`config.mk`:
```
export PLATFORM = sky130hd
export DESIGN_NAME = conv_sequencer
export DESIGN_NICKNAME = d
export VERILOG_FILES = /design/src/rtl/seqr_pkg.sv /design/src/rtl/seqr_chan_scan.sv /design/src/rtl/seqr_cfg_reg.sv /design/src/rtl/seqr_seq_ctrl.sv /design/src/rtl/seqr_result_ram.sv /design/src/rtl/conv_sequencer.sv
export SDC_FILE = /design/constraint.sdc
export NUM_CORES = 1
export LEC_CHECK = 0
export CAP_MARGIN = 10
export CORE_UTILIZATION = 40
export CTS_CLUSTER_SIZE = 25
export DETAILED_ROUTE_END_ITERATION = 8
export DONT_BUFFER_PORTS = 1
export HOLD_SLACK_MARGIN = 0.03
export PLACE_DENSITY_LB_ADDON = 0.05
export SLEW_MARGIN = 20
export SYNTH_ARGS = -nofsm -noshare
export SYNTH_HDL_FRONTEND = slang
export SYNTH_SLANG_ARGS = --single-unit
```
`constraint.sdc`:
```
create_clock -name clk -period 2 [get_ports clk]
set_input_delay 0.4 -clock clk [delete_from_list [all_inputs] [get_ports clk]]
set_output_delay 0.4 -clock clk [all_outputs]
set_load 0.05 [all_outputs]
```
`src/rtl/seqr_pkg.sv`:
```
package seqr_pkg;
  typedef enum logic [1:0] {
    ST_IDLE   = 2'd0,
    ST_SAMPLE = 2'd1,
    ST_WAIT   = 2'd2
  } seq_state_t;

  localparam int CFG_W   = 4;
  localparam int CFG_INH = 3;
  localparam int CFG_SGL = 2;
  localparam int CFG_DIF = 1;
  localparam int CFG_BIP = 0;
endpackage

```
`src/rtl/seqr_chan_scan.sv`:
```
// Finds the lowest set bit of a mask and the next set bit above a cursor
// (wrapping to the lowest when none lies above).
module seqr_chan_scan #(
  parameter int N_CH = 8,
  localparam int CW = $clog2(N_CH)
) (
  input  logic [N_CH-1:0] mask,
  input  logic [CW-1:0]   cur,
  output logic [CW-1:0]   first,
  output logic [CW-1:0]   nxt,
  output logic            has_next
);
  always_comb begin
    first    = '0;
    nxt      = '0;
    has_next = 1'b0;
    for (int i = N_CH - 1; i >= 0; i--) begin
      if (mask[i]) first = CW'(i);
      if (mask[i] && (i > int'(cur))) begin
        nxt      = CW'(i);
        has_next = 1'b1;
      end
    end
    if (!has_next) nxt = first;
  end
endmodule

```
`src/rtl/seqr_cfg_reg.sv`:
```
// Mux configuration: pending copy written by the host, active copy used by
// the converter and refreshed at the end of each run.
module seqr_cfg_reg
  import seqr_pkg::*;
#(
  parameter int N_CH = 8,
  localparam int CW = $clog2(N_CH),
  localparam int NP = N_CH / 2
) (
  input  logic             clk,
  input  logic             rst,
  input  logic             we,
  input  logic             pd,
  input  logic [CW-1:0]    addr,
  input  logic [CFG_W-1:0] data,
  input  logic             commit,
  output logic [CW-1:0]    ptr,
  output logic             single,
  output logic [NP-1:0]    act_diff,
  output logic             act_bip,
  output logic [N_CH-1:0]  conv_mask
);
  logic [NP-1:0] pend_diff, pend_pos, act_pos;
  logic          pend_bip;
  logic          wr_acc;
  logic [CW-2:0] pair;

  assign wr_acc = we & ~pd;
  assign pair   = addr[CW-1:1];

  always_ff @(posedge clk) begin
    if (rst) begin
      ptr       <= '0;
      single    <= 1'b0;
      pend_diff <= '0;
      pend_pos  <= '0;
      pend_bip  <= 1'b0;
      act_diff  <= '0;
      act_pos   <= '0;
      act_bip   <= 1'b0;
    end else begin
      if (wr_acc) begin
        ptr             <= addr;
        single          <= data[CFG_SGL];
        pend_bip        <= data[CFG_BIP];
        pend_diff[pair] <= data[CFG_DIF];
        if (data[CFG_DIF]) pend_pos[pair] <= addr[0];
      end
      if (commit) begin
        act_diff <= pend_diff;
        act_pos  <= pend_pos;
        act_bip  <= pend_bip;
      end
    end
  end

  for (genvar k = 0; k < NP; k++) begin : g_pair
    assign conv_mask[2*k]   = ~act_diff[k] | ~act_pos[k];
    assign conv_mask[2*k+1] = ~act_diff[k] |  act_pos[k];
  end

  a_r9_pd_freeze: assert property (@(posedge clk) disable iff (rst)
    pd |=> ($stable(ptr) && $stable(single) && $stable(pend_diff)
            && $stable(pend_pos) && $stable(pend_bip)));

  a_r7_active_on_commit: assert property (@(posedge clk) disable iff (rst)
    !commit |=> ($stable(act_diff) && $stable(act_pos) && $stable(act_bip)));
endmodule

```
`src/rtl/seqr_seq_ctrl.sv`:
```
// Run controller: sample pulse, busy flag and per-channel requests.
module seqr_seq_ctrl
  import seqr_pkg::*;
#(
  parameter int N_CH = 8,
  localparam int CW = $clog2(N_CH),
  localparam int NP = N_CH / 2
) (
  input  logic            clk,
  input  logic            rst,
  input  logic            start,
  input  logic            single,
  input  logic [CW-1:0]   ptr,
  input  logic [N_CH-1:0] conv_mask,
  input  logic [NP-1:0]   act_diff,
  input  logic            conv_done,
  output logic            busy_n,
  output logic            sample,
  output logic            conv_start,
  output logic [CW-1:0]   conv_ch,
  output logic            conv_diff,
  output logic            fin,
  output logic            ram_we,
  output logic [CW-1:0]   first_ch
);
  seq_state_t    state;
  logic [CW-1:0] scan_first, scan_nxt;
  logic          scan_more, last;

  seqr_chan_scan #(.N_CH(N_CH)) u_scan (
    .mask    (conv_mask),
    .cur     (conv_ch),
    .first   (scan_first),
    .nxt     (scan_nxt),
    .has_next(scan_more)
  );

  assign first_ch = single ? ptr : scan_first;
  assign last     = single | ~scan_more;
  assign ram_we   = (state == ST_WAIT) & conv_done;
  assign fin      = ram_we & last;

  always_ff @(posedge clk) begin
    if (rst) begin
      state      <= ST_IDLE;
      busy_n     <= 1'b1;
      sample     <= 1'b0;
      conv_start <= 1'b0;
      conv_ch    <= '0;
      conv_diff  <= 1'b0;
    end else begin
      sample     <= 1'b0;
      conv_start <= 1'b0;
      case (state)
        ST_IDLE: begin
          if (start) begin
            state  <= ST_SAMPLE;
            sample <= 1'b1;
            busy_n <= 1'b0;
          end
        end
        ST_SAMPLE: begin
          conv_ch    <= first_ch;
          conv_diff  <= act_diff[first_ch[CW-1:1]];
          conv_start <= 1'b1;
          state      <= ST_WAIT;
        end
        ST_WAIT: begin
          if (conv_done) begin
            if (last) begin
              state  <= ST_IDLE;
              busy_n <= 1'b1;
            end else begin
              conv_ch    <= scan_nxt;
              conv_diff  <= act_diff[scan_nxt[CW-1:1]];
              conv_start <= 1'b1;
            end
          end
        end
        default: state <= ST_IDLE;
      endcase
    end
  end

  a_r3_sample_with_busy: assert property (@(posedge clk) disable iff (rst)
    sample |-> $fell(busy_n));

  a_r3_sample_one_cycle: assert property (@(posedge clk) disable iff (rst)
    sample |=> !sample);

  a_r4_ascending: assert property (@(posedge clk) disable iff (rst)
    (ram_we && !last) |=> (conv_ch > $past(conv_ch)));

  a_r5_single_channel: assert property (@(posedge clk) disable iff (rst)
    (conv_start && single) |-> (conv_ch == ptr));

  a_r6_release: assert property (@(posedge clk) disable iff (rst)
    fin |=> busy_n);

  a_r6_request_in_run: assert property (@(posedge clk) disable iff (rst)
    conv_start |-> !busy_n);
endmodule

```
`src/rtl/seqr_result_ram.sv`:
```
// Result store: one write port, one registered read port.
module seqr_result_ram #(
  parameter int N_CH = 8,
  parameter int DW   = 12,
  localparam int CW  = $clog2(N_CH)
) (
  input  logic          clk,
  input  logic          rst,
  input  logic          we,
  input  logic [CW-1:0] waddr,
  input  logic [DW-1:0] wdata,
  input  logic          re,
  input  logic [CW-1:0] raddr,
  output logic [DW-1:0] rdata
);
  logic [DW-1:0] mem [N_CH];

  always_ff @(posedge clk) begin
    if (we) mem[waddr] <= wdata;
  end

  always_ff @(posedge clk) begin
    if (rst)     rdata <= '0;
    else if (re) rdata <= mem[raddr];
  end
endmodule

```
`src/rtl/conv_sequencer.sv`:
```
module conv_sequencer
  import seqr_pkg::*;
#(
  parameter int N_CH = 8,
  parameter int DW   = 12,
  localparam int CW  = $clog2(N_CH),
  localparam int NP  = N_CH / 2
) (
  input  logic             clk,
  input  logic             rst,
  input  logic             pd,
  input  logic             wr_en,
  input  logic [CW-1:0]    wr_addr,
  input  logic [CFG_W-1:0] wr_data,
  input  logic             rd_en,
  output logic [DW-1:0]    rd_data,
  output logic             busy_n,
  output logic             sample_all,
  output logic             conv_start,
  output logic [CW-1:0]    conv_ch,
  output logic             conv_diff,
  output logic             conv_bip,
  input  logic             conv_done,
  input  logic [DW-1:0]    conv_data
);
  logic            wr_ok, start, inh_set, fin, ram_we, single;
  logic [CW-1:0]   ptr, first_ch, rd_ptr, rd_first, rd_nxt;
  logic [NP-1:0]   act_diff;
  logic [N_CH-1:0] conv_mask, rd_mask;
  logic            rd_more;

  assign wr_ok   = wr_en & busy_n;
  assign start   = wr_ok & ~pd & ~wr_data[CFG_INH];
  assign inh_set = wr_ok & ~pd &  wr_data[CFG_INH];

  seqr_cfg_reg #(.N_CH(N_CH)) u_cfg (
    .clk      (clk),
    .rst      (rst),
    .we       (wr_ok),
    .pd       (pd),
    .addr     (wr_addr),
    .data     (wr_data),
    .commit   (fin),
    .ptr      (ptr),
    .single   (single),
    .act_diff (act_diff),
    .act_bip  (conv_bip),
    .conv_mask(conv_mask)
  );

  seqr_seq_ctrl #(.N_CH(N_CH)) u_seq (
    .clk       (clk),
    .rst       (rst),
    .start     (start),
    .single    (single),
    .ptr       (ptr),
    .conv_mask (conv_mask),
    .act_diff  (act_diff),
    .conv_done (conv_done),
    .busy_n    (busy_n),
    .sample    (sample_all),
    .conv_start(conv_start),
    .conv_ch   (conv_ch),
    .conv_diff (conv_diff),
    .fin       (fin),
    .ram_we    (ram_we),
    .first_ch  (first_ch)
  );

  seqr_result_ram #(.N_CH(N_CH), .DW(DW)) u_ram (
    .clk  (clk),
    .rst  (rst),
    .we   (ram_we),
    .waddr(conv_ch),
    .wdata(conv_data),
    .re   (rd_en),
    .raddr(rd_ptr),
    .rdata(rd_data)
  );

  seqr_chan_scan #(.N_CH(N_CH)) u_rd_scan (
    .mask    (rd_mask),
    .cur     (rd_ptr),
    .first   (rd_first),
    .nxt     (rd_nxt),
    .has_next(rd_more)
  );

  // Read pointer walks the channels converted by the last run.
  always_ff @(posedge clk) begin
    if (rst) begin
      rd_ptr  <= '0;
      rd_mask <= '1;
    end else if (fin) begin
      rd_ptr  <= first_ch;
      rd_mask <= single ? '1 : conv_mask;
    end else if (inh_set) begin
      rd_ptr  <= wr_addr;
    end else if (rd_en) begin
      rd_ptr  <= rd_nxt;
    end
  end

  a_r2_inhibit_quiet: assert property (@(posedge clk) disable iff (rst)
    (busy_n && wr_en && !pd && wr_data[CFG_INH]) |=> (busy_n && !sample_all));

  a_r9_pd_no_start: assert property (@(posedge clk) disable iff (rst)
    (pd && busy_n) |=> busy_n);

  a_r10_busy_ignore: assert property (@(posedge clk) disable iff (rst)
    (!busy_n && wr_en) |=> $stable(ptr));

  a_r12_inhibit_ptr: assert property (@(posedge clk) disable iff (rst)
    inh_set |=> (rd_ptr == $past(wr_addr)));

  a_r11_read_wrap: assert property (@(posedge clk) disable iff (rst)
    (rd_en && !fin && !inh_set && !rd_more) |=> (rd_ptr == $past(rd_first)));
endmodule

```
# Word-level counts from Yosys, hierarchy flattened
# Memory sizes are Yosys's and may differ from the RTL's. A register that Yosys moved wholly into a read port is not among the register bits.
# Cells that the tools add are included.
# W data, S select, Z words.
# totals
register_bits,42
ram_bits,96
output_inout_bits,20
n_memories,1
# memory_table
memory,depth,width,read_ports,rd_ports_with_merged_regs,wr,line_no,rtl
u_ram.mem,8,12,1,1,1,seqr_result_ram.sv:16,logic [DW-1:0] mem [N_CH];
# classes
n_lt_le_gt_ge,18
n_eq_ne,6
n_mux,79
bitwise,27
n_reduce_logical,24
# ops
cell,n
$mux W3,38
$mux W1,27
$gt A3 B3 Y1 const A,8
$logic_and A1 B1 Y1,15
$gt A2 B3 Y1 const A,4
$not A1 Y1,12
$lt A2 B3 Y1 const B,3
$or A1 B1 Y1,9
$bwmux W4,2
$mux W8,1
$and A1 B1 Y1,6
$gt A1 B3 Y1 const A,2
$mux W2,3
$ne A2 B2 Y1 const B,3
$pmux W1 S2,3
$pmux W2 S3,1
$pmux W3 S2,1
$reduce_and A3 Y1,2
$bmux W1 S2,2
$reduce_and A4 Y1,1
$reduce_bool A2 Y1,2
$reduce_bool A3 Y1,1
$demux W1 S2,1
$eq A2 B1 Y1 const B,1
other kinds (6),6

# Logic depth before layout (Yosys ltp)
# logic_depth
word_depth,16
mapped_depth,8
mapped_depth_nobuf,7

# Hierarchy
# Synthesis repeated with hierarchy kept, for this count alone.
# unflattened
cells_unflattened,522
hier_area_um2,6703.9
# by_module_without_submodules
mod,n_inst,cells_each,area_per_inst_um2,seq_area_each_um2
seqr_result_ram,1,233,4167.7,3123.0
seqr_cfg_reg,1,89,877.1,440.4
seqr_seq_ctrl,1,61,580.6,180.2
conv_sequencer,1,53,553.0,220.2
seqr_chan_scan,2,43,262.8,0.0

# Worst setup path after synthesis
# OpenSTA, ideal clock, no wires.
# synth_timing
path_type,flip-flop to flip-flop
start,reg u_seq.conv_ch[2]
end,mem u_ram.mem[4][0] (enable)
setup_time_ns,0.380
arrival_ns,1.960
t_required_ns,1.620
slack_ns,-0.340
path_stages_with_launch,5
n_path_buf,2
synth_period_minus_slack_ns,2.340
path_cell_list,dfxtp_1 buf_2 buf_1 nand3_1 nor2_1
# synth_rtl
element,line_no,rtl
"start, declared",seqr_seq_ctrl.sv:20,"output logic [CW-1:0] conv_ch,"
"start signal, assigned",seqr_seq_ctrl.sv:63,conv_ch <= first_ch;
"start signal, assigned",seqr_seq_ctrl.sv:74,conv_ch <= scan_nxt;
"end, declared",seqr_result_ram.sv:16,
# Straight into the memory's write port.

# Worst setup path in the final report
# layout_timing
start,reg u_seq.state[0]
end,reg u_seq.conv_ch[2]
# layout_via
elab_chain_cells,3
# layout_rtl
element,line_no,rtl
"start, declared",seqr_seq_ctrl.sv:26,seq_state_t state;
"start signal, assigned",seqr_seq_ctrl.sv:45,state <= ST_IDLE;
"start signal, assigned",seqr_seq_ctrl.sv:57,state <= ST_SAMPLE;
"start signal, assigned",seqr_seq_ctrl.sv:66,state <= ST_WAIT;
$eq A2 B2 Y1 or $eq A2 B1 Y1 (tied branches),seqr_seq_ctrl.sv:54,case (state)
$ne A2 B2 Y1 (no line) or $reduce_bool A2 Y1 (tied branches),-,
$reduce_and A3 Y1 (no line),-,
# Several ways; a longest one is shown, not always the timed one.
# A chain may end at the register's enable or synchronous reset.

==> report_table.html <==
<table>
<tr><th>Metric</th><th>Value</th></tr>
<tr><th colspan="2">Setup path</th></tr>
<tr><td>Crit path required time</td><td>2300 ps</td></tr>
<tr><td>Top fanout value on the critical path</td><td>4</td></tr>
<tr><td>Category of the worst setup path launch point</td><td>flop</td></tr>
<tr><td>Crit path DAT</td><td>2120 ps</td></tr>
<tr><td>Worst Setup Path Type</td><td>reg2reg</td></tr>
<tr><td>Critical Path End Type</td><td>flop</td></tr>
<tr><th colspan="2">Power</th></tr>
<tr><td>Internal Dissipation</td><td>5380 µW</td></tr>
<tr><td>Net switching fraction of the power</td><td>0.244</td></tr>
<tr><td>Logic gate share of total power</td><td>0.083</td></tr>
<tr><td>Power share of the clock group</td><td>0.426</td></tr>
<tr><td>P per Cell Area</td><td>958 nW/µm²</td></tr>
<tr><td>Reported net switching power</td><td>1740 µW</td></tr>
<tr><td>Reg power frac</td><td>0.491</td></tr>
<tr><td>Max VDD drop</td><td>0.000606 V</td></tr>
<tr><td>Leak pwr</td><td>0.00241 µW</td></tr>
<tr><th colspan="2">CTS</th></tr>
<tr><td>Max H-tree Level</td><td>4</td></tr>
<tr><td>Clock net sink count</td><td>150</td></tr>
<tr><td>Num CTS Buffers</td><td>17</td></tr>
<tr><td>Clk root buf</td><td>clkbuf_16</td></tr>
<tr><td>Setup bufs post-CTS</td><td>0</td></tr>
<tr><td>CTS clk-pin slew, worst paths</td><td>70 ps</td></tr>
<tr><td>CTS Buffer Depth</td><td>2</td></tr>
<tr><td>TritonCTS clock tree</td><td>built</td></tr>
<tr><td>Source-to-sink clock delay at the later pin of the worst-skew pair</td><td>420 ps</td></tr>
<tr><th colspan="2">Synth</th></tr>
<tr><td>Synth top area share</td><td>0.457</td></tr>
<tr><td>Most frequent cells after synthesis</td><td>edfxtp_1, dfxtp_1, nand2_1</td></tr>
<tr><td>Mean Syn Cell Area</td><td>12.6 µm²</td></tr>
<tr><td>Library cell with the largest summed area after synthesis</td><td>edfxtp_1</td></tr>
<tr><td>Proportion of synthesized flip-flops having asynchronous set or reset</td><td>0</td></tr>
<tr><td>Count of cell types in the netlist</td><td>51</td></tr>
<tr><td>EDFF count, synth</td><td>96</td></tr>
<tr><td>Synth Cell Area</td><td>6310 µm²</td></tr>
<tr><td>Most frequent cell after synthesis</td><td>edfxtp_1</td></tr>
<tr><td>Number of warning messages in the yosys log</td><td>0</td></tr>
<tr><td>Dominant register cell in the synthesized netlist</td><td>edfxtp_1</td></tr>
<tr><td>Number of nets produced by synthesis</td><td>528</td></tr>
<tr><td>Count of state elements after synthesis</td><td>150</td></tr>
<tr><td>Share of the yosys chip area belonging to registers</td><td>0.628</td></tr>
<tr><td>Number of instances in the synthesized netlist</td><td>500</td></tr>
<tr><td>Biggest area contributors in the synthesized netlist</td><td>edfxtp_1, dfxtp_1, mux4_2, nand2_1, a21oi_1</td></tr>
<tr><th colspan="2">STA</th></tr>
<tr><td>Unrepaired setup endpoints after global routing</td><td>no</td></tr>
<tr><td>Least setup slack across all paths after layout</td><td>184 ps</td></tr>
<tr><td>Slew @ Worst Pin</td><td>551 ps</td></tr>
<tr><td>Setup Viol. Count Final</td><td>0</td></tr>
<tr><td>Worst slew margin relative to its limit</td><td>0.632</td></tr>
<tr><td>Number of max-slew violations in the final report</td><td>0</td></tr>
<tr><td>Fmax</td><td>551 MHz</td></tr>
<tr><td>Clock skew after layout</td><td>9.09 ps</td></tr>
<tr><td>Final period demand of the worst path</td><td>1820 ps</td></tr>
<tr><td>Share of the cycle needed by the critical path after routing</td><td>0.908</td></tr>
<tr><td>Final number of hold-violating endpoints</td><td>0</td></tr>
<tr><th colspan="2">Final layout</th></tr>
<tr><td>Antenna diode count</td><td>0</td></tr>
<tr><td>Count of filler cells inserted in the layout</td><td>1374</td></tr>
<tr><td>Share of post-route cells with drive strength above 1</td><td>0.196</td></tr>
<tr><td>Area added between synthesis and finish</td><td>17.7%</td></tr>
<tr><td>Design Area, Final</td><td>7430 µm²</td></tr>
<tr><td>Final-stage net count</td><td>556</td></tr>
<tr><td>Final core utilization</td><td>0.485</td></tr>
<tr><th colspan="2">Routing</th></tr>
<tr><td>Final ANT Viol Nets</td><td>0</td></tr>
<tr><td>Routed len/inst</td><td>19.2 µm</td></tr>
<tr><td>Final WL</td><td>14400 µm</td></tr>
<tr><td>Ratio of routed vias to standard cells</td><td>5.41</td></tr>
<tr><td>Iteration count of the initial detailed-routing pass</td><td>5</td></tr>
<tr><td>Detailed-route DRC error count</td><td>0</td></tr>
<tr><td>DR vias</td><td>4065</td></tr>
<tr><td>Number of DRC violations after detailed-routing iteration 0</td><td>300</td></tr>
<tr><th colspan="2">Global routing</th></tr>
<tr><td>Aggregate global routing overflow</td><td>0</td></tr>
<tr><td>Via count of the first global-routing pass</td><td>4021</td></tr>
<tr><td>Initial antenna violation count</td><td>0</td></tr>
<tr><td>Global-route wire length before repair</td><td>22600 µm</td></tr>
<tr><td>Largest net degree at the start of global routing</td><td>56</td></tr>
<tr><td>Overall routing resource usage</td><td>0.189</td></tr>
<tr><th colspan="2">Floorplanning</th></tr>
<tr><td>Starting density of the core</td><td>0.412</td></tr>
<tr><td>Die height</td><td>128 µm</td></tr>
<tr><td>Die area</td><td>16300 µm²</td></tr>
<tr><td>Number of rows in the core area</td><td>45</td></tr>
<tr><td>I/O pin count</td><td>45</td></tr>
<tr><td>Core area</td><td>15300 µm²</td></tr>
<tr><td>X dimension of the die</td><td>128 µm</td></tr>
<tr><th colspan="2">Placed design</th></tr>
<tr><td>Placed inst area</td><td>6850 µm²</td></tr>
<tr><td>Count of buffers inserted at the top-level ports</td><td>0</td></tr>
<tr><td>Detailed placer's ending HPWL</td><td>9460 µm</td></tr>
<tr><td>Routability congestion estimate</td><td>0.857</td></tr>
<tr><td>Setup slack after placement</td><td>173 ps</td></tr>
<tr><th colspan="2">Run</th></tr>
<tr><td>Number of violations of the max-capacitance limit</td><td>0</td></tr>
<tr><th colspan="2">Run status</th></tr>
<tr><td>Run status</td><td>finished, final reports clean</td></tr>
<tr><th colspan="2">Min path</th></tr>
<tr><td>Min-Delay Path Class</td><td>in2reg</td></tr>
</table>
==> logic make-up after synthesis <==
group / Yosys count / synth area share
AND/OR/NAND/NOR: 165 / 0.124
flip-flops: 150 / 0.628
AO/OA/AOI/OAI: 103 / 0.105
buffers and inverters: 40 / 0.0278
multiplexers: 39 / 0.109
adder cells (fa/ha/maj): 3 / 0.00595
==> cell usage in the layout, fill, tap and decap left out, types with 4 or more instances in the layout <==
cell type / n
a211oi_1: 18
a21oi_1: 39
buf_12: 7
buf_4: 29
clkbuf_16: 17
dfxtp_1: 52
edfxtp_1: 96
inv_1: 11
mux2i_1: 15
mux4_2: 24
nand2_1: 53
nand2b_1: 10
nand3_1: 6
nor2_1: 43
nor2b_1: 5
nor3_1: 18
nor3_2: 4
o21ai_0: 18
o21bai_1: 4
==> cell type report <==
type                            instances  area [µm²]  area share
Sequential cell                       150        3970       0.534
Clock buffer                           20         437      0.0588
Clock inverter                         12         120      0.0162
Tap cell                              211         264      0.0355
Timing Repair Buffer                   38         378      0.0509
Multi-Input combinational cell        310        2220       0.299
Inverter                               11        41.3     0.00556
==> layer usage <==
metal  routed length (µm)  vias to the layer above  track usage
met4                  163                        0       0.0678
met1                 6880                     2049        0.253
met3                  540                       13       0.0431
li1                     -                     1942            -
met2                 6830                       61        0.302
met5                    0                        -            0
==> state kept, by name (all words and copies together) (netlist names) <==
signal	count
u_cfg.pend_bip	1
rd_ptr	3
u_ram.mem	96
u_seq.conv_ch	3
u_cfg.pend_diff	4
u_cfg.act_diff	4
u_seq.conv_diff	1
u_cfg.act_pos	4
u_cfg.pend_pos	4
u_cfg.act_bip	1
rd_mask	8
u_seq.conv_start	1
u_ram.rdata	12
u_seq.sample	1
u_seq.state	2
u_cfg.single	1
u_cfg.ptr	3
u_seq.busy_n	1
==> power by group through the flow <==
stage | clock network, µW | registers, µW | logic (µW)
2_1_floorplan | 0 | 3550 | 465
3_3_place_gp | 0 | 3560 | 587
3_5_place_dp | 0 | 3560 | 593
4_1_cts | 3080 | 3500 | 597
5_1_grt | 3210 | 3500 | 647
6_report | 3030 | 3490 | 591
==> worst paths after layout <==
| check | cells after the start | start | slack (ps) | to |
|---|---|---|---|---|
| min reg2reg | 2 | u_cfg.pend_pos[2]$_SDFFE_PP0P_ | 450 | u_cfg.act_pos[2]$_SDFFE_PP0P_ |
| max reg2reg | 7 | u_seq.state[0]$_SDFFE_PP0P_ | 180 | u_seq.conv_ch[2]$_SDFFE_PP0P_ |
| min | 1 | rst | 50 | u_seq.state[1]$_SDFFE_PP0P_ |
| max | 7 | u_seq.state[0]$_SDFFE_PP0P_ | 180 | u_seq.conv_ch[2]$_SDFFE_PP0P_ |
==> what timing repair did <==
action                                 4_1_cts  5_1_grt
endpoints found under the hold margin        2        1
gates resized for setup                      0        0
hold buffers                                 1        1
==> critical path, cell delays in order (launching register included) <==
cell and delay (ps):
dfxtp_1 330, inv_1 90, ha_1 170, nand2_1 140, or3_4 420, o21a_1 160, a311oi_1 290, nor3_1 90
==> through the flow <==
| stage | total power (µW) | std cells | hold slack [ps] | TNS (ps) |
|---|---|---|---|---|
| 6_report | 7110 | 752 | 47.4 | 0 |
| 5_1_grt | 7360 | 752 | 33.0 | 0 |
| 4_1_cts | 7170 | 751 | 30.0 | 0 |
| 3_5_place_dp | 4160 | 718 | 437 | 0 |
| 3_3_place_gp | 4150 | 718 | 433 | 0 |
| 2_1_floorplan | 4010 | 500 | 428 | -1830 |
No activity file was read; power rests on OpenSTA's default activity.
